===== src/rtl/irq_req_pkg.sv =====
package irq_req_pkg;
  localparam int unsigned IRQ_BITS_DEF = 13;
  localparam int unsigned IRQ_SW_DEF   = 2;
  localparam int unsigned IRQ_IDX_DEF  = 5;

  typedef struct packed {
    logic       req;
    logic       wake;
    logic       valid;
  } irq_flags_t;
endpackage


===== src/rtl/irq_status_reg.sv =====
module irq_status_reg #(
  parameter int unsigned NUM_BITS = irq_req_pkg::IRQ_BITS_DEF,
  parameter int unsigned SW_BITS  = irq_req_pkg::IRQ_SW_DEF,
  parameter int unsigned IDX_W    = irq_req_pkg::IRQ_IDX_DEF
) (
  input  logic                clk,
  input  logic                rst_n,
  input  logic                lvl_we_i,
  input  logic [IDX_W-1:0]    lvl_idx_i,
  input  logic                lvl_val_i,
  input  logic                sw_we_i,
  input  logic [SW_BITS-1:0]  sw_wdata_i,
  output logic [NUM_BITS-1:0] stat_o
);
  logic [NUM_BITS-1:0] stat_q;
  logic                idx_bad;

  assign idx_bad = (lvl_idx_i >= IDX_W'(NUM_BITS)) || (lvl_idx_i < IDX_W'(SW_BITS));

  for (genvar g = 0; g < NUM_BITS; g++) begin : g_bit
    if (g < SW_BITS) begin : g_sw
      always_ff @(posedge clk) begin
        if (!rst_n)       stat_q[g] <= 1'b0;
        else if (sw_we_i) stat_q[g] <= sw_wdata_i[g];
      end

      assert_sw_only_R3: assert property (@(posedge clk) disable iff (!rst_n)
        !sw_we_i |=> $stable(stat_q[g]));
    end else begin : g_hw
      logic hit;
      assign hit = lvl_we_i && (lvl_idx_i == IDX_W'(g));

      always_ff @(posedge clk) begin
        if (!rst_n)   stat_q[g] <= 1'b0;
        else if (hit) stat_q[g] <= lvl_val_i;
      end

      assert_level_copy_R1: assert property (@(posedge clk) disable iff (!rst_n)
        (lvl_we_i && lvl_idx_i == IDX_W'(g)) |=> (stat_q[g] == $past(lvl_val_i)));
    end
  end

  assert_bad_index_R2: assert property (@(posedge clk) disable iff (!rst_n)
    (lvl_we_i && idx_bad && !sw_we_i) |=> $stable(stat_q));

  assign stat_o = stat_q;
endmodule


===== src/rtl/irq_enable_reg.sv =====
module irq_enable_reg #(
  parameter int unsigned NUM_BITS = irq_req_pkg::IRQ_BITS_DEF
) (
  input  logic                clk,
  input  logic                rst_n,
  input  logic                en_we_i,
  input  logic [NUM_BITS-1:0] en_wdata_i,
  output logic [NUM_BITS-1:0] en_o
);
  logic [NUM_BITS-1:0] en_q;

  always_ff @(posedge clk) begin
    if (!rst_n)       en_q <= '0;
    else if (en_we_i) en_q <= en_wdata_i;
  end

  assert_en_load_R9: assert property (@(posedge clk) disable iff (!rst_n)
    en_we_i |=> (en_q == $past(en_wdata_i)));
  assert_en_hold_R9: assert property (@(posedge clk) disable iff (!rst_n)
    !en_we_i |=> $stable(en_q));

  assign en_o = en_q;
endmodule


===== src/rtl/irq_prio_enc.sv =====
module irq_prio_enc #(
  parameter int unsigned NUM_BITS = irq_req_pkg::IRQ_BITS_DEF,
  localparam int unsigned VEC_W   = $clog2(NUM_BITS)
) (
  input  logic [NUM_BITS-1:0] eff_i,
  output logic                any_o,
  output logic [VEC_W-1:0]    idx_o
);
  always_comb begin
    idx_o = '0;
    for (int i = 0; i < NUM_BITS; i++) begin
      if (eff_i[i]) idx_o = VEC_W'(i);
    end
  end

  assign any_o = |eff_i;

  always_comb begin
    if (any_o) begin
      assert_top_wins_R5: assert ((eff_i >> idx_o) == NUM_BITS'(1));
    end
  end
endmodule


===== src/rtl/irq_req_gen.sv =====
module irq_req_gen #(
  parameter int unsigned NUM_BITS = irq_req_pkg::IRQ_BITS_DEF,
  localparam int unsigned VEC_W   = $clog2(NUM_BITS)
) (
  input  logic             clk,
  input  logic             rst_n,
  input  logic             any_i,
  input  logic [VEC_W-1:0] idx_i,
  input  logic             gie_i,
  input  logic             dbg_i,
  output logic             req_o,
  output logic             wake_o,
  output logic             valid_o,
  output logic [VEC_W-1:0] vec_o
);
  import irq_req_pkg::*;

  irq_flags_t       flg_q;
  logic [VEC_W-1:0] vec_q;

  always_ff @(posedge clk) begin
    if (!rst_n) begin
      flg_q <= '0;
      vec_q <= '0;
    end else begin
      flg_q.req  <= any_i && gie_i && !dbg_i;
      flg_q.wake <= any_i;
      if (!flg_q.req) begin
        flg_q.valid <= any_i;
        vec_q       <= idx_i;
      end
    end
  end

  assert_req_gate_R4: assert property (@(posedge clk) disable iff (!rst_n)
    flg_q.req |-> $past(gie_i && !dbg_i));
  assert_vec_hold_R6: assert property (@(posedge clk) disable iff (!rst_n)
    flg_q.req |=> ($stable(vec_q) && $stable(flg_q.valid)));
  assert_wake_with_req_R7: assert property (@(posedge clk) disable iff (!rst_n)
    $rose(flg_q.req) |-> flg_q.wake);

  assign req_o   = flg_q.req;
  assign wake_o  = flg_q.wake;
  assign valid_o = flg_q.valid;
  assign vec_o   = vec_q;
endmodule


===== src/rtl/irq_req_ctrl.sv =====
module irq_req_ctrl #(
  parameter int unsigned NUM_BITS = irq_req_pkg::IRQ_BITS_DEF,
  parameter int unsigned SW_BITS  = irq_req_pkg::IRQ_SW_DEF,
  parameter int unsigned IDX_W    = irq_req_pkg::IRQ_IDX_DEF,
  localparam int unsigned VEC_W   = $clog2(NUM_BITS)
) (
  input  logic                clk,
  input  logic                rst_n,
  input  logic                lvl_we_i,
  input  logic [IDX_W-1:0]    lvl_idx_i,
  input  logic                lvl_val_i,
  input  logic                sw_we_i,
  input  logic [SW_BITS-1:0]  sw_wdata_i,
  input  logic                en_we_i,
  input  logic [NUM_BITS-1:0] en_wdata_i,
  input  logic                gie_i,
  input  logic                dbg_i,
  output logic                irq_req_o,
  output logic                vec_valid_o,
  output logic [VEC_W-1:0]    vec_o,
  output logic                wake_o,
  output logic [NUM_BITS-1:0] pend_o,
  output logic [NUM_BITS-1:0] en_o
);
  logic [NUM_BITS-1:0] stat_w;
  logic [NUM_BITS-1:0] en_w;
  logic [NUM_BITS-1:0] eff_w;
  logic                any_w;
  logic [VEC_W-1:0]    idx_w;

  irq_status_reg #(.NUM_BITS(NUM_BITS), .SW_BITS(SW_BITS), .IDX_W(IDX_W)) u_stat (
    .clk        (clk),
    .rst_n      (rst_n),
    .lvl_we_i   (lvl_we_i),
    .lvl_idx_i  (lvl_idx_i),
    .lvl_val_i  (lvl_val_i),
    .sw_we_i    (sw_we_i),
    .sw_wdata_i (sw_wdata_i),
    .stat_o     (stat_w)
  );

  irq_enable_reg #(.NUM_BITS(NUM_BITS)) u_en (
    .clk        (clk),
    .rst_n      (rst_n),
    .en_we_i    (en_we_i),
    .en_wdata_i (en_wdata_i),
    .en_o       (en_w)
  );

  assign eff_w = stat_w & en_w;

  irq_prio_enc #(.NUM_BITS(NUM_BITS)) u_enc (
    .eff_i (eff_w),
    .any_o (any_w),
    .idx_o (idx_w)
  );

  irq_req_gen #(.NUM_BITS(NUM_BITS)) u_gen (
    .clk     (clk),
    .rst_n   (rst_n),
    .any_i   (any_w),
    .idx_i   (idx_w),
    .gie_i   (gie_i),
    .dbg_i   (dbg_i),
    .req_o   (irq_req_o),
    .wake_o  (wake_o),
    .valid_o (vec_valid_o),
    .vec_o   (vec_o)
  );

  assign pend_o = stat_w;
  assign en_o   = en_w;
endmodule


===== config.mk =====
export PLATFORM = sky130hd
export DESIGN_NAME = irq_req_ctrl
export DESIGN_NICKNAME = d
export VERILOG_FILES = /design/src/rtl/irq_req_pkg.sv /design/src/rtl/irq_status_reg.sv /design/src/rtl/irq_enable_reg.sv /design/src/rtl/irq_prio_enc.sv /design/src/rtl/irq_req_gen.sv /design/src/rtl/irq_req_ctrl.sv
export SDC_FILE = /design/constraint.sdc
export NUM_CORES = 1
export LEC_CHECK = 0
export BUFFER_PORTS_ARGS = -buffer_cell sky130_fd_sc_hd__buf_2
export CAP_MARGIN = 25
export CORE_UTILIZATION = 51
export DETAILED_ROUTE_END_ITERATION = 8
export PLACE_DENSITY_LB_ADDON = 0.05
export SLEW_MARGIN = 20
export SYNTH_ARGS = -nofsm -noshare
export SYNTH_HDL_FRONTEND = slang
export SYNTH_SLANG_ARGS = --single-unit

===== constraint.sdc =====
create_clock -name clk -period 2.2 [get_ports clk]
set_input_delay 0 -clock clk [delete_from_list [all_inputs] [get_ports clk]]
set_output_delay 0 -clock clk [all_outputs]
set_load 0.1 [all_outputs]

* After elaboration in Yosys (flattened, before gate mapping)
Cells that the tools add are included.
** Word-level totals
- Output and inout bits :: 33
- Register bits after elaboration :: 33
- Logic and storage cells :: 57
- Input bits :: 28
** Cells by class
- Reduce and logical (&&, ||, !) cells :: 15
- Multiplexer cells :: 12
- Bitwise logic cells :: 1
- Equal/unequal tests :: 11
** Operators by type and width (number)
- $eq A5 B4 Y1 const B :: 5
- $eq A5 B3 Y1 const B :: 4
- $mux W4 :: 5
- $and A13 B13 Y13 :: 1
- $logic_and A1 B1 Y1 :: 13
- $reduce_or A13 Y1 :: 1
- $mux W3 :: 4
- $eq A5 B2 Y1 const B :: 2
- $mux W2 :: 2
- $logic_not A1 Y1 :: 1
- $mux W1 :: 1

* Longest topological paths before layout
Gate-level depths: netlist of run 1.
- Word-level depth :: 13
- Gate-level depth with buffers :: 5
- Gate-level depth less buffers :: 4

* Modules after synthesis
Synthesis of run 1 repeated with hierarchy kept, for this count alone.
** Unflattened totals
- Cell total of the unflattened synthesis :: 156
- Area, all modules :: 1547.7 sq um
** Modules (own cells, without submodules)
- irq_status_reg :: area an instance 588.1 sq um, cells each 59, times used 1, seq. area each 260.2 sq um
- irq_enable_reg :: area an instance 506.7 sq um, cells each 42, times used 1, seq. area each 260.2 sq um
- irq_req_gen :: area an instance 250.2 sq um, cells each 20, times used 1, seq. area each 140.1 sq um
- irq_prio_enc :: area an instance 121.4 sq um, cells each 22, times used 1, seq. area each 0.0 sq um
- irq_req_ctrl :: area an instance 81.3 sq um, cells each 13, times used 1, seq. area each 0.0 sq um

* Worst setup path after synthesis of run 1
Ideal clock, no wire load.
- Kind :: reg2reg
- From :: register u_stat.stat_q[6], in the netlist u_stat.stat_o[6]
- To :: register u_gen.flg_q, in the netlist u_gen.req_o
- Clock period less this slack :: 1889 ps
- Stages on the path, launching flop included :: 5
- Path slack :: 311 ps
- Buffers on the path :: 0
- Data arrival time :: 1799 ps
- Data required time :: 2110 ps
- Library setup time :: 90 ps
- Path through :: dfxtp_1 a22oi_1 nor2b_1 and4b_4 nor4bb_2
** On the way
- Cells in the longest elaborated chain, start to end :: 4
** Ends and longest elaborated chain
- from (decl) :: RTL line irq_status_reg.sv:15 : logic [NUM_BITS-1:0] stat_q;
- from (signal, indexed assignment) :: RTL line irq_status_reg.sv:35 : else if (hit) stat_q[g] <= lvl_val_i;
- $and A13 B13 Y13 :: RTL line irq_req_ctrl.sv:50 : assign eff_w = stat_w & en_w;
- $reduce_or A13 Y1 :: RTL line irq_prio_enc.sv:16 : assign any_o = |eff_i;
- $logic_and A1 B1 Y1 (2 in a row) :: RTL line irq_req_gen.sv:26 : flg_q.req <= any_i && gie_i && !dbg_i;
- to (decl) :: RTL line irq_req_gen.sv:18 : irq_flags_t flg_q;
No other way between the ends.
A chain may end at the register's enable or synchronous reset.

* Final worst setup path of run 1
- From :: register u_en.en_q[8], in the netlist u_en.en_o[8]
- To :: register u_gen.flg_q, in the netlist u_gen.req_o
** On the way
- Cells in the longest elaborated chain, start to end :: 4
** Ends and longest elaborated chain
- from (decl) :: RTL line irq_enable_reg.sv:10 : logic [NUM_BITS-1:0] en_q;
- from (signal assigned) :: RTL line irq_enable_reg.sv:14 : else if (en_we_i) en_q <= en_wdata_i;
- $and A13 B13 Y13 :: RTL line irq_req_ctrl.sv:50
- $reduce_or A13 Y1 :: RTL line irq_prio_enc.sv:16
- $logic_and A1 B1 Y1 (2 in a row) :: RTL line irq_req_gen.sv:26
No other way between the ends.

==> results.toml, run 1 <==
[cells_and_area]
num_antenna_cells = 0
fill_cells = 216
layoutNonFillerInstCount = 268
finalNetCount = 264
area_growth_pct = 36.9
drive_above_1_share_pct = 32.1

[sta]
fin_hold_ws_ps = 24.8
fin_skew_ps = 5.23
setup_ws_ps = 416
period_needed_ps = 1780
tns_ps = 0
grt_setup_unrepaired = "false"
hold_violations = 0
max_freq_mhz = 560
worst_pin_slew_ps = 501
setup_viol = 0
finalCritPeriodShare_pct = 81.1
max_slew_margin_pct = 66.8
drv_slew = 0

[drt]
drc = 0
first_pass_iters = 4
vias = 1433
antenna_left = 0
wire_per_inst_um = 13.8
dr.first_iter.drc_count = 63
drt_wl_total_mm = 3.70
viasPerCell = 5.35

[yosys]
synth_compound_area_share_pct = 14.1
synth-seq-cells = 33
synth_most_common_cell = "dfxtp_1"
ys.flop_type = "dfxtp_1"
synth_top_area_share_pct = 43.9
synth_commonest_cells = "dfxtp_1, nor2b_1, nand2_1"
synth.area.mux_share_pct = 12.6
synthXorXnorAreaFrac_pct = 0
synth.area.top_cells = "dfxtp_1, mux2i_1, nor2b_1"
synth_top_family_by_area = "simple AND/OR/NAND/NOR gates"
synth_edf_count = 0
yosysSeqAreaShare_pct = 43.9
synth_fa_ha_area_share_pct = 0
syn_avg_cell_area_um2 = 9.64
async_flop_share_pct = 0
synth_cell_types = 30
syn-num-nets = 184
syn-instance-count = 156
yosysTopAreaCell = "dfxtp_1"
synth_simple_gate_area_share_pct = 26.5
yosys_warnings = 0
netlist_area_um2 = 1500

[floorplanning]
die_y_um = 56.3
fp.dieW_um = 56.3
num_rows = 19
core_area_um2 = 2780
die-area_um2 = 3170
start_util_pct = 54.1
ios = 61

[placement]
dp_slack_ps = 967
numPortBuffers = 60
dp_hpwl_mm = 2.58
gp_congestion = 0.773
dp.cells = 241

[job]
maxCapViolations = 0

[clock_network]
path_clk_slew_ps = 100
cts_sinks = 33
postCtsSetupBuffers = 0
cts_tree = "yes"
cts_buffer_depth = 2
cts_buffers = 5
post_cts_resized = 0
h-tree-depth = 2
hold_buffers = 19
clk_latency_ps = 320
root_buffer = "clkbuf_4"

[critical_path]
startpoint = "u_en.en_o[8]"
critPathMaxFanout = 4
worstSetupPathType = "reg2reg"
arrival_ps = 2000
endpoint_kind = "flop"
startpoint_type = "flop"
worstPathRequired_ps = 2420
r2r-start = "u_en.en_o[8]"

[power]
p_total_mw = 1.25
leakage_nw = 0.983
ir_drop_v = 0.000589
pwr_density_cell_nw_per_um2 = 606

[global_route]
grt_first_pass_wirelength_mm = 5.75
grt_use_total_pct = 24.2
grt_pass1_vias = 1243
antenna_found_initial = 0
grt_max_degree = 35
gr-total-overflow = 0

[run_status]
outcome = "completed"

[min_path]
min_from = "lvl_val_i"
worstHoldPathType = "in2reg"
-- path summary, 6_finish.rpt --
kind | end | slack, ps | depth (start not counted)
hold / removal | u_stat.stat_o[5] | 20 | 3
setup / recovery | u_gen.req_o | 420 | 5
setup reg to reg | u_gen.req_o | 420 | 5
hold reg to reg | u_gen.vec_o[1] | 490 | 2
-- stage by stage --
step	util, %	cell area [um2]
detailed placement	65.4	1820
global placement	65.4	1820
CTS	74.0	2060
global route	74.0	2060
finish	74.0	2060
floorplan	-	1500
-- flip-flops by register name (all words and copies together), names as in the netlist --
signal         cells
u_gen.vec_o        4
u_gen.wake_o       1
u_gen.req_o        1
u_gen.valid_o      1
u_en.en_o         13
u_stat.stat_o     13
-- worst max-delay path, cell delays in order (launching register included) --
cell and delay [ps]:
dfxtp_1 360, a22oi_2 260, nand3_1 120, and4b_4 350, nor4bb_2 50, dlygate4sd3_1 550
-- report_power, final --
group | switching (mW) | internal, mW
combinational | 0.205 | 0.0881
sequential | 0.0193 | 0.617
clock | 0.197 | 0.122
-- layout make-up --
cell class,instances,area (um2),share of cell area (%)
clock buffer,6,41.3,2.00
clock inverter,2,10.0,0.486
inverter,1,3.75,0.182
multi-input combinational,114,800,38.8
sequential,33,661,32.1
tap,31,38.8,1.88
timing repair buffer,81,505,24.5
-- routing by layer --
layer  part of all wire, %  vias up  track usage, %
met5                     0        -               0
met2                    50       42            41.3
li1                      -      723               -
met3                   5.1        5            6.22
met4                   1.2        0            10.5
met1                    44      663            28.7
-- cells by family (layout without fill, tap and decap cells) --
logic type	Yosys count	after routing
DFF	33	33
and+or+nand+nor	68	68
muxes	19	19
buffers and inverters	9	90
AOI/OAI and AO/OA	27	27
-- placed cells by master (no fill, tap or decap), drive strengths merged, types with 2 or more instances in the layout --
| master | Yosys | final |
|---|---|---|
| a21oi | 2 | 2 |
| a21boi | 8 | 8 |
| dlygate4sd3 | 0 | 19 |
| clkbuf | 4 | 6 |
| nor4bb | 3 | 3 |
| nand4 | 3 | 3 |
| mux2i | 19 | 19 |
| clkinv | 0 | 2 |
| a22oi | 5 | 5 |
| nand3 | 13 | 13 |
| o211a | 2 | 2 |
| nand2 | 21 | 21 |
| dfxtp | 33 | 33 |
| nor2b | 24 | 24 |
| o21ai | 3 | 3 |
| buf | 4 | 62 |
(Power assumes the default switching activity.)
==> run 2, diff against run 1 <==
CORE_UTILIZATION = 43   (was 51)
clock period = 1.6 ns   (was 2.2 ns; I/O delays follow)
==> run 2 against run 1 <==
Effect of this change: global-route usage shrank 2.9 points; sequential share of layout area grew 0.78 points; sequential cell count is the same; via count shrank 0.21%; clock skew grew 3.5 ps.
==> results.toml, run 2 (synthesis gave the netlist of run 1 again) <==
[cells_and_area]
layout_common_cells = "buf_2, dfxtp_2, nor2b_1, nand2_1, dlygate4sd3_1"
layoutNonFillerInstCount = 282
num_antenna_cells = 0
post-route-util_pct = 63.3
final_common_cell = "buf_2"
finalNetCount = 265
design_area_um2 = 2110
fill_cells = 311
drive_above_1_share_pct = 43.2
area_growth_pct = 40.5

[placement]
numPortBuffers = 60
gp_congestion = 0.857
dp.cells = 256
place_area_um2 = 1870
dp_hpwl_mm = 2.58
dp_slack_ps = 359

[global_route]
antenna_found_initial = 0
busiest_layer = "met2"
use_met1_pct = 25.6
grt_pass1_vias = 1269
use_met3_pct = 6.51
grt_first_pass_wirelength_mm = 5.66
grt_use_met2_pct = 33.7
grt_use_total_pct = 21.3
grt_max_degree = 35
gr-total-overflow = 0

[critical_path]
cpPeakStageDelay_ps = 360
worstPathRequired_ps = 1830
arrival_ps = 1470
startpoint_type = "flop"
path_delay_family = "simple AND/OR/NAND/NOR gates"
startpoint = "u_en.en_o[8]"
rr_worst_depth = 4
critPathMaxFanout = 4
reg2reg_to = "u_gen.valid_o"
reg2reg_slack_ps = 360
endpoint_kind = "flop"
worstSetupPathType = "reg2reg"
crit_buf_inv = 0
slowest_stage = "and4b_4"
crit_path_cell_trace = "a22oi_2, nand3_1, and4b_4, a21oi_1"
r2r-start = "u_en.en_o[8]"

[sta]
finalCritPeriodShare_pct = 77.7
max_slew_margin_pct = 66.9
tns_ps = 0
grt_setup_unrepaired = "false"
fin_skew_ps = 8.70
worst_pin_slew_ps = 500
fin_hold_ws_ps = 19.4
max_freq_mhz = 804
period_needed_ps = 1240
drv_slew = 0
setup_ws_ps = 357
setup_viol = 0
hold_violations = 0

[clock_network]
h-tree-depth = 2
post_cts_resized = 0
cts_tree = "yes"
cts_buffers = 5
cts_sinks = 33
cts_buffer_depth = 2
hold_buffers = 20
path_clk_slew_ps = 100
root_buffer = "clkbuf_4"
postCtsSetupBuffers = 0
clk_latency_ps = 340

[drt]
drt_wl_total_mm = 3.72
drc = 0
dr.first_iter.drc_count = 63
antenna_left = 0
first_pass_iters = 4
viasPerCell = 5.07
vias = 1430
wire_per_inst_um = 13.2

[floorplanning]
start_util_pct = 45.1
die-area_um2 = 3740
core_area_um2 = 3340
die_y_um = 61.1
fp.dieW_um = 61.1
ios = 61
num_rows = 21

[power]
pwr_density_cell_nw_per_um2 = 807
ir_drop_v = 0.000573
p_total_mw = 1.70
leakage_nw = 0.990

[min_path]
min_from = "lvl_idx_i[2]"
hold-path-endpoint = "u_stat.stat_o[2]"
worstHoldPathType = "in2reg"
hold_depth = 4

[job]
maxCapViolations = 0

[run_status]
outcome = "completed"
## run 2: worst max-delay path by stage
stage | end | slack [ps] | cells past startpoint
6_report | u_gen.valid_o | 360 | 4
3_3_place_gp | u_gen.valid_o | 420 | 4
2_1_floorplan | u_gen.vec_o[0] | 50 | 4
4_1_cts | u_gen.valid_o | 350 | 4
5_1_grt | u_gen.valid_o | 290 | 4
3_5_place_dp | u_gen.valid_o | 360 | 4
## run 2: cell type report
cell class | count | area (um2) | share of cell area, %
timing repair buffer | 82 | 515 | 24.4
clock inverter | 1 | 5.00 | 0.237
clock buffer | 5 | 37.5 | 1.78
sequential | 33 | 694 | 32.9
inverter | 1 | 3.75 | 0.178
multi-input combinational | 114 | 800 | 37.8
tap | 46 | 57.6 | 2.72
## run 2: metal layers
metal  routed length (um)  share of wire (%)  vias to the layer above
met4                   85                2.3                        0
li1                     -                  -                      723
met5                    0                  0                        -
met2                 1760                 47                       43
met1                 1680                 45                      654
met3                  203                5.5                       10
## run 2: where the power goes
group	total [mW]	leakage [nW]	switching (mW)	internal, mW
combinational	0.407	0.683	0.282	0.124
clock	0.419	0.0269	0.267	0.152
sequential	0.879	0.280	0.0258	0.853
## run 2: worst register-to-register path: stages (launching register included)
cell and delay (ps):
dfxtp_2 350, a22oi_2 250, nand3_1 120, and4b_4 360, a21oi_1 70
==> run 3, diff against run 2 <==
ABC_AREA = 1   (was not set)
CORE_UTILIZATION = 46   (was 43)
clock period = 1.2 ns   (was 1.6 ns; I/O delays follow)
==> run 3 against run 2 <==
Effect of this change: the flow now finishes with violations (hold timing); cell area grew 0.24%; register-to-register slack lost 330 ps; clock power grew 42%; routed wire length grew 6.3%; critical path type is now in2reg; critical endpoint is now u_stat.stat_o[3]; highest routed layer unchanged.
==> results.toml, run 3 <==
[yosys]
syn_avg_cell_area_um2 = 7.24
ys.flop_type = "dfxtp_1"
synth_top_area_share_pct = 48.8
synth_top_family_by_area = "simple AND/OR/NAND/NOR gates"
synth_simple_gate_area_share_pct = 25.0
syn-num-nets = 215
synth_commonest_cells = "nor2_1, nand2_1, dfxtp_1"
synth.area.mux_share_pct = 0
async_flop_share_pct = 0
synth_fa_ha_area_share_pct = 0
yosysTopAreaCell = "dfxtp_1"
synthXorXnorAreaFrac_pct = 0
yosysSeqAreaShare_pct = 48.8
synth_edf_count = 0
syn-instance-count = 187
netlist_area_um2 = 1350
synth_compound_area_share_pct = 19.9
synth_most_common_cell = "nor2_1"
synth.area.top_cells = "dfxtp_1, nor2_1, nand2_1"
synth-seq-cells = 33
yosys_warnings = 0
synth_cell_types = 16

[floorplanning]
ios = 61
die_y_um = 56.3
core_area_um2 = 2780
num_rows = 19
die-area_um2 = 3160
fp.dieW_um = 56.3
start_util_pct = 48.7

[min_path]
worstHoldPathType = "in2reg"

[critical_path]
critPathMaxFanout = 3
reg2reg_slack_ps = 30
critPathCapture = "u_stat.stat_o[3]"
worstPathRequired_ps = 1430
slowest_stage = "dlygate4sd3_1"
crit_path_cell_trace = "dlygate4sd3_1, buf_2, o21ai_2, a21oi_2, dlygate4sd3_1"
cp_common_cell = "dlygate4sd3_1"
startpoint_type = "primary input"
startpoint = "lvl_val_i"
rr_worst_depth = 14
r2r-start = "u_stat.stat_o[1]"
endpoint_kind = "flop"
arrival_ps = 1420
cpPeakStageDelay_ps = 560
reg2reg_to = "u_gen.vec_o[0]"
worstSetupPathType = "in2reg"

[power]
ir_drop_v = 0.00125
p_total_mw = 2.39
leakage_nw = 1.08
pwr_density_cell_nw_per_um2 = 1130

[clock_network]
path_clk_slew_ps = 100
clk_latency_ps = 340
cts_sinks = 33
cts_buffer_depth = 2
cts_tree = "yes"
postCtsSetupBuffers = 0
h-tree-depth = 2
cts_buffers = 5
root_buffer = "clkbuf_4"

[placement]
dp_hpwl_mm = 2.59
gp_congestion = 0.778
dp.cells = 277
dp_slack_ps = 9.78
numPortBuffers = 60

[global_route]
antenna_found_initial = 0
gr-total-overflow = 0
grt_pass1_vias = 1420
grt_max_degree = 24
grt_use_total_pct = 25.9
grt_first_pass_wirelength_mm = 6.29

[sta]
finalCritPeriodShare_pct = 99.8
period_needed_ps = 1200
worst_pin_slew_ps = 499
setup_viol = 0
max_freq_mhz = 835
hold_violations = 1
max_slew_margin_pct = 67.0
drv_slew = 0
fin_hold_ws_ps = -6.59
setup_ws_ps = 2.85
grt_setup_unrepaired = "true"
fin_skew_ps = 5.23

[cells_and_area]
layout_common_cells = "buf_2, nor2_1, nand2_1, dfxtp_4, dlygate4sd3_1"
fill_cells = 221
drive_above_1_share_pct = 41.7
final_common_cell = "buf_2"
finalNetCount = 303
layoutNonFillerInstCount = 307
num_antenna_cells = 0
regArea_um2 = 761
area_growth_pct = 56.5
multi_input_area_um2 = 648

[drt]
drc = 0
drt_wl_total_mm = 3.96
first_pass_iters = 6
dr.first_iter.drc_count = 53
viasPerCell = 5.10
antenna_left = 0
wire_per_inst_um = 12.9
vias = 1565

[run_status]
outcome = "complete, but fails checks"
violations = "hold timing"

[job]
maxCapViolations = 0
==> run 3: cell types whose count changed in the layout (fill, tap and decap cells not counted), moves of 4 or more <==
cell      change
a21boi_1      -8
a21oi_1      +12
a311oi_1      +6
dfxtp_2      -22
dfxtp_4      +25
inv_1        +13
mux2i_1      -19
nand2_1       +9
nand2_2       +4
nand3_1       -8
nor2_1       +37
nor2b_1      -24
o21ai_0      +22
==> run 3: final cells by class <==
cell class	count	area share, %
well taps	31	1.83
repair buffers	85	25.9
clock buffers	6	1.95
clock inverters	2	0.473
flip-flops and latches	33	35.9
multi-input cells	131	30.6
inverters	19	3.37
==> run 3: worst min-delay path by stage <==
stage,from,to,slack (ps),cells past startpoint
after floorplan,dbg_i,u_gen.req_o,60,1
after global placement,dbg_i,u_gen.req_o,150,2
after detailed placement,dbg_i,u_gen.req_o,150,2
after CTS,rst_n,u_gen.vec_o[1],0.8,3
after global routing,rst_n,u_gen.vec_o[0],7,3
final,rst_n,u_gen.vec_o[0],-7,3
==> run 3: where the power goes <==
| group | leakage [nW] | total [mW] | internal (mW) | switching, mW |
|---|---|---|---|---|
| logic | 0.756 | 0.646 | 0.157 | 0.489 |
| registers | 0.290 | 1.15 | 1.11 | 0.0385 |
| clock network | 0.0320 | 0.593 | 0.223 | 0.370 |
| total | 1.08 | 2.39 | 1.49 | 0.898 |
==> run 3: worst max-delay path: cells and delay by family <==
kind                   cells  cell delay [ps]
AOI/OAI and AO/OA          2              180
buffers and inverters      3             1240
==> run 3: repair_timing <==
item,in CTS,in global routing
hold buffers,23,0
endpoints found under the hold margin,18,0
gates resized for setup,0,14
setup endpoints to repair,0,6
==> run 3: per-layer routing <==
layer	GRT usage (%)	vias up	wire length, um
li1	-	794	-
met1	30.9	705	1620
met2	44.9	59	2000
met3	5.99	7	273
met4	10.5	0	65
met5	0	-	0
==> run 3: through the flow <==
| step | cell area [um2] | util (%) | setup TNS (ps) |
|---|---|---|---|
| finish | 2120 | 76.2 | 0 |
| detailed placement | 1810 | 65.0 | 0 |
| global route | 2120 | 76.2 | -206 |
| global placement | 1810 | 65.0 | 0 |
| floorplan | 1460 | - | -121 |
| CTS | 2090 | 75.1 | 0 |
==> run 3: cells by family after synthesis <==
kind of cell | Yosys count
AND/OR/NAND/NOR | 83
AO/OA/AOI/OAI | 48
flip-flops | 33
buffers and inverters | 23
